===== src/rtl/csp_pkg.sv =====
package csp_pkg;

   localparam int CSP_FRAME_BITS = 16;

   typedef struct packed {
      logic [7:0] hdr;
      logic [7:0] body;
   } csp_word_t;

   function automatic csp_word_t csp_make(input logic [6:0] addr,
                                          input logic       flag,
                                          input logic [7:0] data);
      csp_word_t w;
      w.hdr  = {addr, flag};
      w.body = data;
      return w;
   endfunction

endpackage


===== src/rtl/csp_sync.sv =====
module csp_sync #(
   parameter int               WIDTH   = 3,
   parameter int               STAGES  = 2,
   parameter logic [WIDTH-1:0] RST_VAL = '0
) (
   input  logic             clk,
   input  logic             rst_n,
   input  logic [WIDTH-1:0] d_in,
   output logic [WIDTH-1:0] q_out
);

   initial begin : p_param_chk
      if (STAGES < 2) $error("csp_sync: STAGES must be at least 2");
      if (WIDTH < 1)  $error("csp_sync: WIDTH must be positive");
   end

   logic [WIDTH-1:0] stg [STAGES];

   always_ff @(posedge clk or negedge rst_n) begin
      if (!rst_n) begin
         for (int s = 0; s < STAGES; s++) stg[s] <= RST_VAL;
      end else begin
         stg[0] <= d_in;
         for (int s = 1; s < STAGES; s++) stg[s] <= stg[s-1];
      end
   end

   assign q_out = stg[STAGES-1];

endmodule


===== src/rtl/csp_fifo.sv =====
module csp_fifo #(
   parameter int WIDTH = 16,
   parameter int DEPTH = 4
) (
   input  logic             clk,
   input  logic             rst_n,
   input  logic             push,
   input  logic [WIDTH-1:0] push_data,
   input  logic             pop,
   output logic [WIDTH-1:0] head,
   output logic             empty,
   output logic             full
);

   localparam int AW = (DEPTH > 1) ? $clog2(DEPTH) : 1;
   localparam int CW = AW + 1;

   initial begin : p_param_chk
      if (DEPTH < 2)                $error("csp_fifo: DEPTH must be at least 2");
      if ((1 << AW) != DEPTH)       $error("csp_fifo: DEPTH must be a power of two");
   end

   logic [WIDTH-1:0] mem [DEPTH];
   logic [AW-1:0]    wr_ptr, rd_ptr;
   logic [CW-1:0]    count;
   logic             do_push, do_pop;

   assign empty   = (count == '0);
   assign full    = (count == CW'(DEPTH));
   assign do_pop  = pop & ~empty;
   assign do_push = push & (~full | do_pop);
   assign head    = mem[rd_ptr];

   always_ff @(posedge clk or negedge rst_n) begin
      if (!rst_n) begin
         wr_ptr <= '0;
         rd_ptr <= '0;
         count  <= '0;
         for (int i = 0; i < DEPTH; i++) mem[i] <= '0;
      end else begin
         if (do_push) begin
            mem[wr_ptr] <= push_data;
            wr_ptr      <= wr_ptr + 1'b1;
         end
         if (do_pop) rd_ptr <= rd_ptr + 1'b1;
         case ({do_push, do_pop})
            2'b10:   count <= count + 1'b1;
            2'b01:   count <= count - 1'b1;
            default: count <= count;
         endcase
      end
   end

   AST_NO_OVERFLOW:  assert property (@(posedge clk) disable iff (!rst_n) (push && full) |-> pop) else $error("fifo overflow");
   AST_NO_UNDERFLOW: assert property (@(posedge clk) disable iff (!rst_n) pop |-> !empty) else $error("fifo underflow");

endmodule


===== src/rtl/csp_frame.sv =====
module csp_frame #(
   parameter int BITS = 16
) (
   input  logic            clk,
   input  logic            rst_n,
   input  logic            s_sclk,
   input  logic            s_cs_n,
   input  logic            s_din,
   input  logic            mode_b_i,
   input  logic            tx_avail_i,
   input  logic [BITS-1:0] tx_word_i,
   output logic            dout_o,
   output logic            oe_o,
   output logic            done_o,
   output logic            had_msg_o,
   output logic [BITS-1:0] rx_word_o
);

   localparam int EDGES = 2 * BITS;
   localparam int CW    = $clog2(EDGES + 2);

   initial begin : p_param_chk
      if (BITS < 2) $error("csp_frame: BITS must be at least 2");
   end

   logic            sclk_d, cs_d, active, mode_q, had_q;
   logic [CW-1:0]   cnt;
   logic [BITS-1:0] tx_sh, rx_sh;
   logic            cs_fall, cs_rise, edge_seen, samp_edge, drv_edge;

   assign cs_fall   = cs_d & ~s_cs_n;
   assign cs_rise   = ~cs_d & s_cs_n;
   // any transition counts: the first one after select is edge 1 whatever its direction
   assign edge_seen = active & ~s_cs_n & (s_sclk ^ sclk_d) & (cnt <= CW'(EDGES));
   // count even before the edge means the edge is odd; mode A samples odd, mode B even
   assign samp_edge = edge_seen & (cnt[0] == mode_q);
   assign drv_edge  = edge_seen & ~samp_edge & (cnt != '0);

   always_ff @(posedge clk or negedge rst_n) begin
      if (!rst_n) begin
         sclk_d <= 1'b0;
         cs_d   <= 1'b1;
         active <= 1'b0;
         mode_q <= 1'b0;
         had_q  <= 1'b0;
         cnt    <= '0;
         tx_sh  <= '0;
         rx_sh  <= '0;
         done_o <= 1'b0;
      end else begin
         sclk_d <= s_sclk;
         cs_d   <= s_cs_n;
         done_o <= 1'b0;
         if (cs_fall) begin
            active <= 1'b1;
            cnt    <= '0;
            mode_q <= mode_b_i;
            had_q  <= tx_avail_i;
            tx_sh  <= tx_avail_i ? tx_word_i : '0;
            rx_sh  <= '0;
         end else if (cs_rise) begin
            active <= 1'b0;
            done_o <= active & (cnt == CW'(EDGES));
         end else if (edge_seen) begin
            cnt <= cnt + 1'b1;
            if (samp_edge) rx_sh <= {rx_sh[BITS-2:0], s_din};
            if (drv_edge)  tx_sh <= {tx_sh[BITS-2:0], 1'b0};
         end
      end
   end

   assign oe_o      = active;
   assign dout_o    = active & tx_sh[BITS-1];
   assign had_msg_o = had_q;
   assign rx_word_o = rx_sh;

   AST_MODE_HELD_IN_FRAME: assert property (@(posedge clk) disable iff (!rst_n) (active && !cs_fall && $past(active)) |-> (mode_q == $past(mode_q))) else $error("mode changed inside frame");

endmodule


===== src/rtl/ctl_serial_port.sv =====
module ctl_serial_port
   import csp_pkg::*;
#(
   parameter int         NUM_REGS    = 8,
   parameter int         FIFO_DEPTH  = 4,
   parameter int         SYNC_STAGES = 2,
   parameter logic [6:0] MODE_ADDR   = 7'h10,
   parameter logic [3:0] W12_NIB     = 4'hC,
   parameter logic [3:0] R12_NIB     = 4'hD
) (
   input  logic                  clk,
   input  logic                  rst_n,
   input  logic                  ser_clk,
   input  logic                  ser_cs_n,
   input  logic                  ser_din,
   output logic                  ser_dout,
   output logic                  ser_dout_oe,
   output logic                  ser_irq_n,
   input  logic                  evt_valid,
   output logic                  evt_ready,
   input  logic [6:0]            evt_addr,
   input  logic [7:0]            evt_data,
   output logic [NUM_REGS*8-1:0] cfg_regs,
   output logic [11:0]           cfg_wide,
   output logic                  cfg_mode_b
);

   localparam int RAW = (NUM_REGS > 1) ? $clog2(NUM_REGS) : 1;

   initial begin : p_param_chk
      if (NUM_REGS < 1 || NUM_REGS > 64)  $error("NUM_REGS out of range");
      if (MODE_ADDR < 7'(NUM_REGS))       $error("MODE_ADDR overlaps register file");
      if (W12_NIB == R12_NIB)             $error("wide access nibbles must differ");
      if (MODE_ADDR[6:3] == W12_NIB || MODE_ADDR[6:3] == R12_NIB) $error("MODE_ADDR overlaps wide access");
   end

   // ---------------- synchronizers ----------------
   logic [2:0] s_bus;
   logic       s_sclk, s_cs_n, s_din;

   csp_sync #(.WIDTH(3), .STAGES(SYNC_STAGES), .RST_VAL(3'b010)) u_sync (
      .clk   (clk),
      .rst_n (rst_n),
      .d_in  ({ser_din, ser_cs_n, ser_clk}),
      .q_out (s_bus)
   );
   assign s_sclk = s_bus[0];
   assign s_cs_n = s_bus[1];
   assign s_din  = s_bus[2];

   // ---------------- frame engine ----------------
   logic                      fifo_empty, fifo_full;
   logic [CSP_FRAME_BITS-1:0] fifo_head, rx_word, push_word;
   logic                      frame_done, frame_had_msg;
   logic                      fifo_push, fifo_pop;

   csp_frame #(.BITS(CSP_FRAME_BITS)) u_frame (
      .clk        (clk),
      .rst_n      (rst_n),
      .s_sclk     (s_sclk),
      .s_cs_n     (s_cs_n),
      .s_din      (s_din),
      .mode_b_i   (cfg_mode_b),
      .tx_avail_i (~fifo_empty),
      .tx_word_i  (fifo_head),
      .dout_o     (ser_dout),
      .oe_o       (ser_dout_oe),
      .done_o     (frame_done),
      .had_msg_o  (frame_had_msg),
      .rx_word_o  (rx_word)
   );

   // ---------------- command decode ----------------
   csp_word_t  cmd;
   logic [6:0] cmd_addr;
   logic       is_w12, is_r12, is_rd8, addr_in_file, addr_is_mode;
   logic       wr8, wr_mode, wr_wide, reply_req, reply_push, evt_push;
   logic [7:0] rd_val;
   csp_word_t  reply_word;
   logic [7:0] reg_arr [NUM_REGS];
   logic       pend_v;
   csp_word_t  pend_w;
   logic       irq_q;

   assign cmd          = rx_word;
   assign cmd_addr     = cmd.hdr[7:1];
   assign is_w12       = (cmd.hdr[7:4] == W12_NIB);
   assign is_r12       = (cmd.hdr[7:4] == R12_NIB);
   assign is_rd8       = ~is_w12 & ~is_r12 & cmd.hdr[0];
   assign addr_in_file = ({1'b0, cmd_addr} < 8'(NUM_REGS));
   assign addr_is_mode = (cmd_addr == MODE_ADDR);

   assign wr8       = frame_done & ~is_w12 & ~is_r12 & ~cmd.hdr[0] & addr_in_file;
   assign wr_mode   = frame_done & ~is_w12 & ~is_r12 & ~cmd.hdr[0] & addr_is_mode;
   assign wr_wide   = frame_done & is_w12;
   assign reply_req = frame_done & (is_r12 | is_rd8);

   always_comb begin
      rd_val = 8'h00;
      if (addr_in_file)      rd_val = reg_arr[cmd_addr[RAW-1:0]];
      else if (addr_is_mode) rd_val = {7'b0, cfg_mode_b};
      if (is_r12) reply_word = '{hdr: {R12_NIB, cfg_wide[11:8]}, body: cfg_wide[7:0]};
      else        reply_word = csp_make(cmd_addr, 1'b1, rd_val);
   end

   // ---------------- register file ----------------
   for (genvar g = 0; g < NUM_REGS; g++) begin : g_reg
      always_ff @(posedge clk or negedge rst_n) begin
         if (!rst_n)                               reg_arr[g] <= 8'h00;
         else if (wr8 && cmd_addr[RAW-1:0] == RAW'(g)) reg_arr[g] <= cmd.body;
      end
      assign cfg_regs[g*8 +: 8] = reg_arr[g];
   end

   always_ff @(posedge clk or negedge rst_n) begin
      if (!rst_n) begin
         cfg_mode_b <= 1'b0;
         cfg_wide   <= 12'h000;
      end else begin
         if (wr_mode) cfg_mode_b <= cmd.body[0];
         if (wr_wide) cfg_wide   <= {cmd.hdr[3:0], cmd.body};
      end
   end

   // ---------------- outgoing message queue ----------------
   assign fifo_pop   = frame_done & frame_had_msg;
   assign reply_push = reply_req & (~fifo_full | fifo_pop);
   assign evt_push   = pend_v & s_cs_n & ~reply_push & ~fifo_full;
   assign fifo_push  = reply_push | evt_push;
   assign push_word  = reply_push ? reply_word : pend_w;

   csp_fifo #(.WIDTH(CSP_FRAME_BITS), .DEPTH(FIFO_DEPTH)) u_fifo (
      .clk       (clk),
      .rst_n     (rst_n),
      .push      (fifo_push),
      .push_data (push_word),
      .pop       (fifo_pop),
      .head      (fifo_head),
      .empty     (fifo_empty),
      .full      (fifo_full)
   );

   // status report holding slot
   always_ff @(posedge clk or negedge rst_n) begin
      if (!rst_n) begin
         pend_v <= 1'b0;
         pend_w <= '0;
      end else if (evt_valid && !pend_v) begin
         pend_v <= 1'b1;
         pend_w <= csp_make(evt_addr, 1'b0, evt_data);
      end else if (evt_push) begin
         pend_v <= 1'b0;
      end
   end
   assign evt_ready = ~pend_v;

   // ---------------- interrupt ----------------
   always_ff @(posedge clk or negedge rst_n) begin
      if (!rst_n) irq_q <= 1'b1;
      else        irq_q <= ~(s_cs_n & ~fifo_empty);
   end
   assign ser_irq_n = irq_q;

   // ---------------- assertions ----------------
   AST_IRQ_NO_FALL_IN_FRAME: assert property (@(posedge clk) disable iff (!rst_n) $fell(ser_irq_n) |-> $past(s_cs_n)) else $error("irq fell during frame");
   AST_OE_FOLLOWS_CS:        assert property (@(posedge clk) disable iff (!rst_n) (s_cs_n && $past(s_cs_n)) |-> (!ser_dout_oe && !ser_dout)) else $error("output driven while deselected");
   AST_CFG_ONLY_ON_FRAME:    assert property (@(posedge clk) disable iff (!rst_n) (cfg_regs != $past(cfg_regs)) |-> $past(frame_done)) else $error("register changed without frame");
   AST_MODE_ONLY_ON_FRAME:   assert property (@(posedge clk) disable iff (!rst_n) (cfg_mode_b != $past(cfg_mode_b)) |-> $past(frame_done)) else $error("mode changed without frame");
   AST_PUSH_CS_HIGH:         assert property (@(posedge clk) disable iff (!rst_n) fifo_push |-> s_cs_n) else $error("queue loaded during frame");

endmodule


===== config.mk =====
export PLATFORM = sky130hd
export DESIGN_NAME = ctl_serial_port
export DESIGN_NICKNAME = d
export VERILOG_FILES = /design/src/rtl/csp_pkg.sv /design/src/rtl/csp_sync.sv /design/src/rtl/csp_fifo.sv /design/src/rtl/csp_frame.sv /design/src/rtl/ctl_serial_port.sv
export SDC_FILE = /design/constraint.sdc
export NUM_CORES = 1
export LEC_CHECK = 0
export ABC_AREA = 1
export ABC_CLOCK_PERIOD_IN_PS = 3300
export BUFFER_PORTS_ARGS = -buffer_cell sky130_fd_sc_hd__buf_2
export CELL_PAD_IN_SITES_DETAIL_PLACEMENT = 2
export CELL_PAD_IN_SITES_GLOBAL_PLACEMENT = 2
export CORE_ASPECT_RATIO = 1.5
export CORE_MARGIN = 5
export CORE_UTILIZATION = 35
export DETAILED_ROUTE_END_ITERATION = 8
export HOLD_SLACK_MARGIN = 0.05
export PLACE_DENSITY = 0.79
export SLEW_MARGIN = 10
export SYNTH_ARGS = -nofsm -noshare
export SYNTH_HDL_FRONTEND = slang
export SYNTH_SLANG_ARGS = --single-unit

===== constraint.sdc =====
create_clock -name clk -period 3.3 [get_ports clk]
set_input_delay 0.66 -clock clk [delete_from_list [all_inputs] [get_ports clk]]
set_output_delay 0.66 -clock clk [all_outputs]
set_load 0.02 [all_outputs]

Yosys cells after proc, flatten, opt, wreduce, memory -nomap -nowiden
Cells that the tools add are included.
Storage, ports and cells
  input port bits: 21
  output and inout port bits: 81
  bits in registers: 215
  logic and storage cells: 160
Operators by class
  reductions and logical operators: 23
  order comparisons: 6
  equality and inequality tests: 16
  bitwise gates (word level): 46
  mux-type cells: 32
  add/sub/neg operators: 5
Operators with widths (count)
  $mux W16: 14
  $bwmux W64: 1
  $bmux W16 S2: 1
  $demux W16 S2: 1
  $and A1 B1 Y1: 27
  $bmux W8 S3: 1
  $mux W8: 3
  $mux W6: 3
  $eq A3 B3 Y1 const B: 5
  $reduce_bool A2 Y1: 6
  $not A1 Y1: 11
  $logic_and A1 B1 Y1: 10
  $eq A4 B4 Y1 const B: 2
  $eq A7 B5 Y1 const B: 1
  $lt A7 B4 Y1 const B: 1
  $mux W1: 7
  $add A6 B1 Y6 const B: 1
  $eq A3 B2 Y1 const B: 2
  $eq A6 B6 Y1 const B: 1
  $ge A3 B3 Y1 const B: 2
  $le A6 B6 Y1 const B: 1
  $logic_not A3 Y1: 2
  $not A2 Y3: 2
  $pmux W3 S2: 1
  17 further kinds: 22

Longest topological paths before layout
Gate-level depths: netlist (run 1).
  depth after elaboration: 14
  mapped depth: 13
  mapped depth without buffers: 13

Modules after synthesis
Synthesis (run 1) repeated with hierarchy kept, for this count alone.
Unflattened totals
  cell total of the unflattened synthesis: 1241
  area total of the unflattened synthesis: 10478.8 µm²
By module, submodules not included
  ctl_serial_port: seq. area each 2353.5 µm², area each 4374.2 µm², cells an instance 524, instances 1
  csp_fifo: seq. area each 1776.7 µm², area each 3528.4 µm², cells an instance 425, instances 1
  csp_frame: seq. area each 1102.3 µm², area each 2401.1 µm², cells an instance 283, instances 1
  csp_sync: seq. area each 152.6 µm², area each 175.2 µm², cells an instance 9, instances 1

Least setup slack after synthesis (run 1)
OpenSTA, ideal clock, no wires.
  path type: flip-flop to flip-flop
  start: register u_fifo.count[1]
  end: register u_fifo.count[2]
  period minus slack after synthesis: 2271 ps
  path buffers: 0
  cell stages (with the launch flop): 12
  arrival time: 2141 ps
  library setup time: 131 ps
  setup slack: 1029 ps
  required time: 3169 ps
  cell sequence: dfrtp_1 nor3_1 nand2_1 nand2_1 nor2_4 nor2_8 ha_1 inv_1 fa_1 a21oi_1 o21ai_0 xor2_1
On the way
  longest elaborated chain between the ends: 11
  elaborated cells on any way between the ends: 19
  classes of those cells: add/sub (2); eq/ne (3); mux (1); bitwise (11); reduce/logical (2)
Ends and longest elaborated chain
  start, declared: line csp_fifo.sv:25  | logic [CW-1:0] count;
  start signal, assigned: line csp_fifo.sv:47  | 2'b10: count <= count + 1'b1;
  start signal, assigned: line csp_fifo.sv:48  | 2'b01: count <= count - 1'b1;
  start signal, assigned: line csp_fifo.sv:49  | default: count <= count;
  $eq A3 B3 Y1: line csp_fifo.sv:29  | assign full = (count == CW'(DEPTH));
  $not A1 Y1: line csp_fifo.sv:31, ctl_serial_port.sv:127, ctl_serial_port.sv:128
  $or A1 B1 Y1: line ctl_serial_port.sv:127  | assign reply_push = reply_req & (~fifo_full | fifo_pop);
  $and A1 B1 Y1: line ctl_serial_port.sv:127
  $not A1 Y1: line ctl_serial_port.sv:128  | assign evt_push = pend_v & s_cs_n & ~reply_push & ~fifo_full;
  $and A1 B1 Y1 (2 in a row): line ctl_serial_port.sv:128
  $or A1 B1 Y1: line ctl_serial_port.sv:129  | assign fifo_push = reply_push | evt_push;
  $and A1 B1 Y1: line csp_fifo.sv:31  | assign do_push = push & (~full | do_pop);
  $eq A2 B1 Y1 / $eq A2 B2 Y1 (equally long branches): line csp_fifo.sv:46  | case ({do_push, do_pop})
  $pmux W3 S2 / $reduce_bool A2 Y1 (equally long branches)
Several ways; a longest one is shown, not always the timed one.
A chain may end at the register's enable or synchronous reset.

Final worst setup path (run 1)
  start: register u_frame.rx_sh[14] (netlist: u_frame.rx_word_o[14])
  end: register u_fifo.count[2]
On the way
  longest elaborated chain between the ends: 14
  elaborated cells on any way between the ends: 18
  classes of those cells: eq/ne (4); mux (1); bitwise (12); reduce/logical (1)
Ends and longest elaborated chain
  start, declared: line csp_frame.sv:28  | logic [BITS-1:0] tx_sh, rx_sh;
  start signal, assigned: line csp_frame.sv:66  | if (samp_edge) rx_sh <= {rx_sh[BITS-2:0], s_din};
  $eq A4 B4 Y1 (on tied branches): line ctl_serial_port.sv:87, ctl_serial_port.sv:88
  $not A1 Y1: line ctl_serial_port.sv:89  | assign is_rd8 = ~is_w12 & ~is_r12 & cmd.hdr[0];
  $and A1 B1 Y1 (2 in a row): line ctl_serial_port.sv:89
  $or A1 B1 Y1 (*): line ctl_serial_port.sv:96  | assign reply_req = frame_done & (is_r12 | is_rd8);
  $and A1 B1 Y1 (*): line ctl_serial_port.sv:96
  $and A1 B1 Y1 (*): line ctl_serial_port.sv:127
  $not A1 Y1: line ctl_serial_port.sv:128
  $and A1 B1 Y1 (2 in a row): line ctl_serial_port.sv:128
  $or A1 B1 Y1 (*): line ctl_serial_port.sv:129
  $and A1 B1 Y1 (*): line csp_fifo.sv:31
  $eq A2 B1 Y1 / $eq A2 B2 Y1 (equally long branches): line csp_fifo.sv:46
  $pmux W3 S2 / $reduce_bool A2 Y1 (equally long branches)
Every way passes the cells marked *; elsewhere a longest branch is shown, timed or not.

==> results of run 1 <==
-- routing by layer --
layer | wire length, um | GRT usage (%)
met2 | 19200 | 42.4
met4 | 1770 | 10.5
met5 | 27 | 0
met3 | 1430 | 3.93
met1 | 13700 | 24.9
-- kinds of logic after synthesis --
family                     synth area share, %
DFF                                       53.6
and+or+nand+nor                           26.9
xor gates and xnor gates                 0.784
muxes                                    0.672
AOI/OAI and AO/OA                         10.5
buffers and inverters                     6.09
adders and majority gates                 1.44
-- worst paths after layout --
kind	from	to	slack (ns)	cells after the start
worst max-delay path	u_frame.rx_word_o[14]	u_fifo.count[2]	0.74	13
worst min-delay path	rst_n	u_fifo.mem[6]	0.15	1
worst max register to register	u_frame.rx_word_o[14]	u_fifo.count[2]	0.74	13
worst min register to register	u_sync.stg[5]	u_sync.q_out[2]	0.36	0
max in group asynchronous	rst_n	u_sync.stg[4]	2.32	2
min in group clk	ser_cs_n	u_sync.stg[4]	0.23	1
-- flip-flops by register name, summed over array words and instances (netlist names), 6 cells and up --
| name | flops |
|---|---|
| cfg_regs | 64 |
| u_fifo.mem | 64 |
| u_frame.rx_word_o | 16 |
| u_frame.tx_sh | 16 |
| pend_w | 15 |
| cfg_wide | 12 |
| u_frame.cnt | 6 |
-- report_power, final --
group | total, mW | switching [mW] | internal (mW) | leakage [nW]
logic | 1.98 | 1.40 | 0.575 | 2.73
registers | 3.58 | 0.337 | 3.24 | 2.82
clock network | 2.72 | 1.12 | 1.60 | 0.381
total | 8.27 | 2.86 | 5.42 | 5.93
-- placed cells by master (no fill, tap or decap), types with 2 or more instances in the layout --
| cell | Yosys | routed |
|---|---|---|
| o21ai_1 | 4 | 4 |
| inv_2 | 4 | 4 |
| or2_2 | 2 | 2 |
| o22ai_1 | 8 | 8 |
| inv_6 | 1 | 2 |
| ha_1 | 10 | 10 |
| buf_2 | 8 | 100 |
| clkbuf_8 | 0 | 7 |
| inv_1 | 82 | 82 |
| bufinv_16 | 0 | 2 |
| nand4_1 | 21 | 21 |
| clkbuf_16 | 0 | 23 |
| clkinv_2 | 0 | 2 |
| buf_12 | 0 | 3 |
| mux2_2 | 6 | 6 |
| buf_4 | 0 | 13 |
| nor2_1 | 100 | 100 |
| nand2_2 | 2 | 2 |
| a22oi_1 | 5 | 5 |
| dfrtp_1 | 211 | 211 |
| clkbuf_1 | 37 | 6 |
| xor2_1 | 7 | 7 |
| nor2_4 | 3 | 3 |
| nand3_1 | 85 | 85 |
| o21ai_0 | 142 | 142 |
| nand2_1 | 419 | 419 |
| nor2_8 | 4 | 4 |
| xnor2_1 | 2 | 2 |
| nor3_1 | 3 | 3 |
| a21oi_1 | 42 | 42 |
| nand2_4 | 3 | 3 |
| clkinv_1 | 2 | 2 |
| dfstp_2 | 4 | 4 |
-- layout make-up --
class                   count  area share [%]
inverters                  89            2.91
multi-input cells         875            34.8
well taps                 351            3.76
repair buffers            117            5.77
clock buffers              36            5.95
clock inverters             5           0.676
flip-flops and latches    215            46.2
-- per-stage QoR --
stage                     hold WS, ns  worst slack, ns
after floorplan                 0.331             1.03
final                           0.145            0.742
after global placement          0.335            0.786
after global routing            0.200            0.518
after CTS                       0.193            0.701
after detailed placement        0.342            0.716
==> impl_metrics.tcl, run 1 <==
set metrics [dict create \
    worst_slew_pin_slew_ns 0.967 \
    core_area_um2 28500 \
    grt_overflow 0 \
    outcome "finished clean" \
    worst_path_most_repeated_cell "nor2_4" \
    maxCapViolations 0 \
    cts_sinks 215 \
    multi_input_area_um2 4060 \
    ys_warn_count 0 \
    critPathTopFamily "simple AND/OR/NAND/NOR gates" \
    hold_viol 0 \
    grt_pass1_vias 10269 \
    drt-initial-drc-count 320 \
    syn-cell-area_um2 10100 \
    via_per_inst 5.33 \
    fin_crit_ns 2.56 \
    gr-usage-all-layers_pct 22.8 \
    area_delta_synth_final_pct 16.0 \
    drive_gt1_share_pct 13.6 \
    wl_per_cell_um 21.4 \
    total_power_mw 8.27 \
    synth_top_area_share_pct 52.5 \
    placed_cells 1647 \
    insertion_delay_ns 0.53 \
    grt_start_max_net_pins 93 \
    clockRootBuffer "clkbuf_16" \
    peakVddDrop_uv 307 \
    antenna_found_initial 2 \
    post_cts_buffers 0 \
    synthTopCellsByArea "dfrtp_1, nand2_1, o21ai_0" \
    clock_skew_ns 0.00870 \
    setup_viol 0 \
    start_util_pct 35.2 \
    cellPowerDensity_nw_per_um2 709 \
    placed_area_um2 10900 \
    stdcell_count 1688 \
    grt_pass1_wl_mm 57.9 \
    period_share_pct 77.5 \
    fin_area_um2 11700 \
    yosys_register_bits 215 \
    post-route-drc-count 0 \
    hpwlAfterDp_mm 25.2 \
    path_cells "nand2_1 > nor2_4 > nand2_2 > o21ai_2 > inv_2 > nor2_4 > nor2_8 > ha_1 > inv_1 > fa_1 > a21oi_1 > o21ai_0 > xor2_1" \
    port_buffers 101 \
    layout.nets 1353 \
    cpMaxStageDelayCell "dfrtp_1" \
    cts_resized 0 \
    synth_edf_count 0 \
    final_antenna_net_count 0 \
    cts_tree "yes" \
    wl_mm 36.1 \
    numCtsBuffers 23 \
    dominantRegCellSynth "dfrtp_1" \
    ys_types 36 \
    die_h_um 218 \
    synth.most_common_cell "nand2_1" \
    critPathMaxStageDelay_ns 0.42 \
    ctsLongestPathBuffers 3 \
    critPathBufInv 2 \
    slew_viol_final 0 \
    clkTransAtPathRegs_ns 0.06 \
    post-route-util_pct 40.9 \
    setup_tns_ns 0 \
    fillers 3225 \
    syn_nets 1265 \
    top_level_ports 102 \
    die_w_um 148 \
    seq_area_um2 5390 \
    gp_congestion 0.815 \
    synthArstFlopShare_pct 100 \
    postSynthAreaPerCell_um2 8.15 \
    fmax_mhz 391 \
    rsz0062_at_grt "no" \
    hold_buffers 0 \
    synth_top_area_cell "dfrtp_1" \
    crit_fanout 11 \
    synth_common_cells "nand2_1, dfrtp_1, o21ai_0, nor2_1, nand3_1" \
    hp-class "primary input to asynchronous set/reset pin" \
    num_rows 76 \
    crit_required_ns 3.70 \
    setup.worst_path.class "flop to flop" \
    ctsHtreeMaxLevel 1 \
    leakagePower_nw 5.93 \
    seq_area_frac_synth_pct 53.6 \
    dieArea_um2 32300 \
    diodes 0 \
    cp_data_arrival_time_ns 2.96 \
    num_vias 8999 \
    end_kind "flop" \
    firstDrtPassIters 4 \
    startpoint_type "flop" \
    slew-limit-headroom_pct 35.4 \
    syn_inst 1233 \
]
(Power assumes the default switching activity.)
==> run 2, diff against run 1 <==
--- a/config.mk
+++ b/config.mk
@@ -6,7 +6,7 @@
 export NUM_CORES = 1
 export LEC_CHECK = 0
 export ABC_AREA = 1
-export ABC_CLOCK_PERIOD_IN_PS = 3300
+export ABC_CLOCK_PERIOD_IN_PS = 2600
 export BUFFER_PORTS_ARGS = -buffer_cell sky130_fd_sc_hd__buf_2
 export CELL_PAD_IN_SITES_DETAIL_PLACEMENT = 2
 export CELL_PAD_IN_SITES_GLOBAL_PLACEMENT = 2
==> constraint.sdc (replaced) <==
create_clock -name clk -period 2.6 [get_ports clk]
set_input_delay 0.52 -clock clk [delete_from_list [all_inputs] [get_ports clk]]
set_output_delay 0.52 -clock clk [all_outputs]
set_load 0.02 [all_outputs]
==> impl_metrics.tcl, run 2 (same netlist as run 1, synthesis figures left out) <==
set metrics [dict create \
    firstDrtPassIters 4 \
    layout.nets 1372 \
    leakagePower_nw 5.99 \
    slew_viol_final 0 \
    critPathMaxStageDelay_ns 0.47 \
    maxCapViolations 0 \
    dieArea_um2 32300 \
    startpoint_type "flop" \
    multi_input_area_um2 4060 \
    gr-usage-all-layers_pct 22.5 \
    via_per_inst 5.25 \
    wl_met3_mm 1.27 \
    crit_fanout 22 \
    cpMaxStageDelayCell "nor2_4" \
    insertion_delay_ns 0.51 \
    wl_met2_mm 19.1 \
    clkTransAtPathRegs_ns 0.06 \
    setup.worst_path.class "flop to flop" \
    numCtsBuffers 23 \
    ctsLongestPathBuffers 3 \
    core_area_um2 28500 \
    area_delta_synth_final_pct 16.7 \
    worst_slew_pin_slew_ns 0.780 \
    num_rows 76 \
    fillers 3313 \
    die_h_um 218 \
    drt-initial-drc-count 354 \
    worst_path_most_repeated_cell "nor2_4" \
    fmax_mhz 421 \
    final_cell_mix "nand2_1, dfrtp_1, o21ai_0, nor2_1, buf_2" \
    drive_gt1_share_pct 14.9 \
    cts_sinks 215 \
    wl_per_cell_um 21.0 \
    start_util_pct 35.2 \
    post-route-drc-count 0 \
    grt_overflow 0 \
    grt_pass1_wl_mm 57.0 \
    cellPowerDensity_nw_per_um2 876 \
    setup_viol 0 \
    cts_tree "yes" \
    seq_area_um2 5390 \
    slew-limit-headroom_pct 47.5 \
    outcome "finished clean" \
    path_cells "nand2_1 > nor2_4 > nand2_2 > o21ai_2 > inv_2 > nor2_4 > nor2_8 > buf_4 > nor2_4 > nand3_1 > nand2_1" \
    cp_data_arrival_time_ns 2.82 \
    wl_mm 35.8 \
    grt_pass1_vias 10115 \
    highest_layer "met5" \
    setup_tns_ns 0 \
    hold_viol 0 \
    peakVddDrop_uv 510 \
    post_cts_buffers 0 \
    die_w_um 148 \
    top_level_ports 102 \
    drt-met1-wl_mm 13.7 \
    final_antenna_net_count 0 \
    clockRootBuffer "clkbuf_16" \
    clock_skew_ns 0.00759 \
    period_share_pct 91.3 \
    antenna_found_initial 2 \
    crit_required_ns 3.05 \
    gp_congestion 0.855 \
    num_vias 8965 \
    cts_resized 0 \
    place_ws_ns 0.266 \
    timing.final.ws_setup_ns 0.227 \
    fin_crit_ns 2.37 \
    ctsHtreeMaxLevel 1 \
    rsz0062_at_grt "no" \
    diodes 0 \
    layout_commonest_cell "nand2_1" \
    end_kind "flop" \
    port_buffers 101 \
    hp-class "primary input to flop" \
    hpwlAfterDp_mm 25.7 \
    grt_start_max_net_pins 67 \
]
run 2: cell count changes in the layout (fill, tap and decap cells not counted), sizes merged:
cell / before / now
clkbuf: 36 / 31
bufinv: 2 / 0
clkinv: 4 / 10
buf: 117 / 135
dlygate4sd3: 0 / 1
run 2: path summary, 6_finish.rpt:
path / start / endpoint / slack, ns / depth (start not counted)
max in group asynchronous: rst_n / cfg_regs[41] / 1.16 / 3
min in group asynchronous: rst_n / u_fifo.mem[6] / 0.54 / 2
max: u_frame.rx_word_o[14] / u_fifo.mem[34] / 0.23 / 11
max reg2reg: u_frame.rx_word_o[14] / u_fifo.mem[34] / 0.23 / 11
min reg2reg: u_sync.stg[5] / u_sync.q_out[2] / 0.35 / 0
min: ser_cs_n / u_sync.stg[4] / 0.10 / 1
run 2: worst max-delay path: cells and delay by family (launching register included):
kind,cells,cell delay (ns)
buffers and inverters,2,0.27
AO/OA/AOI/OAI,1,0.13
flip-flops,1,0.42
AND/OR/NAND/NOR,8,1.48
run 2: layer usage:
layer / vias to the layer above / GRT usage, %
met1: 4533 / 24.8
li1: 4191 / -
met4: 4 / 9.95
met3: 78 / 3.41
met2: 159 / 42.3
met5: - / 0
run 2: where the power goes:
group          switching [mW]  leakage [nW]  internal [mW]
clock                    1.39         0.359           1.77
sequential              0.429          2.82           4.11
combinational            1.78          2.81          0.802
total                    3.60          5.99           6.68
run 2: cell type report:
type,count,share of cell area [%]
timing repair buffer,136,6.87
clock buffer,31,5.59
sequential,215,45.9
multi-input combinational,875,34.6
tap,351,3.74
clock inverter,9,0.416
inverter,89,2.89
run 2: timing repair:
item,in CTS,in global routing
setup endpoints to repair,0,0
hold buffers,1,0
endpoints found under the hold margin,52,0
run 2: metrics by stage:
stage	instances	util (%)	hold slack, ns	instance area [um^2]	power (mW)
4_1_cts	1706	41.1	0.0803	11700	10.4
6_report	1706	41.1	0.104	11700	10.3
3_5_place_dp	1665	38.6	0.348	11000	7.21
5_1_grt	1706	41.1	0.0902	11700	10.9
2_1_floorplan	1233	-	0.224	10100	6.15
3_3_place_gp	1665	38.6	0.335	11000	7.02
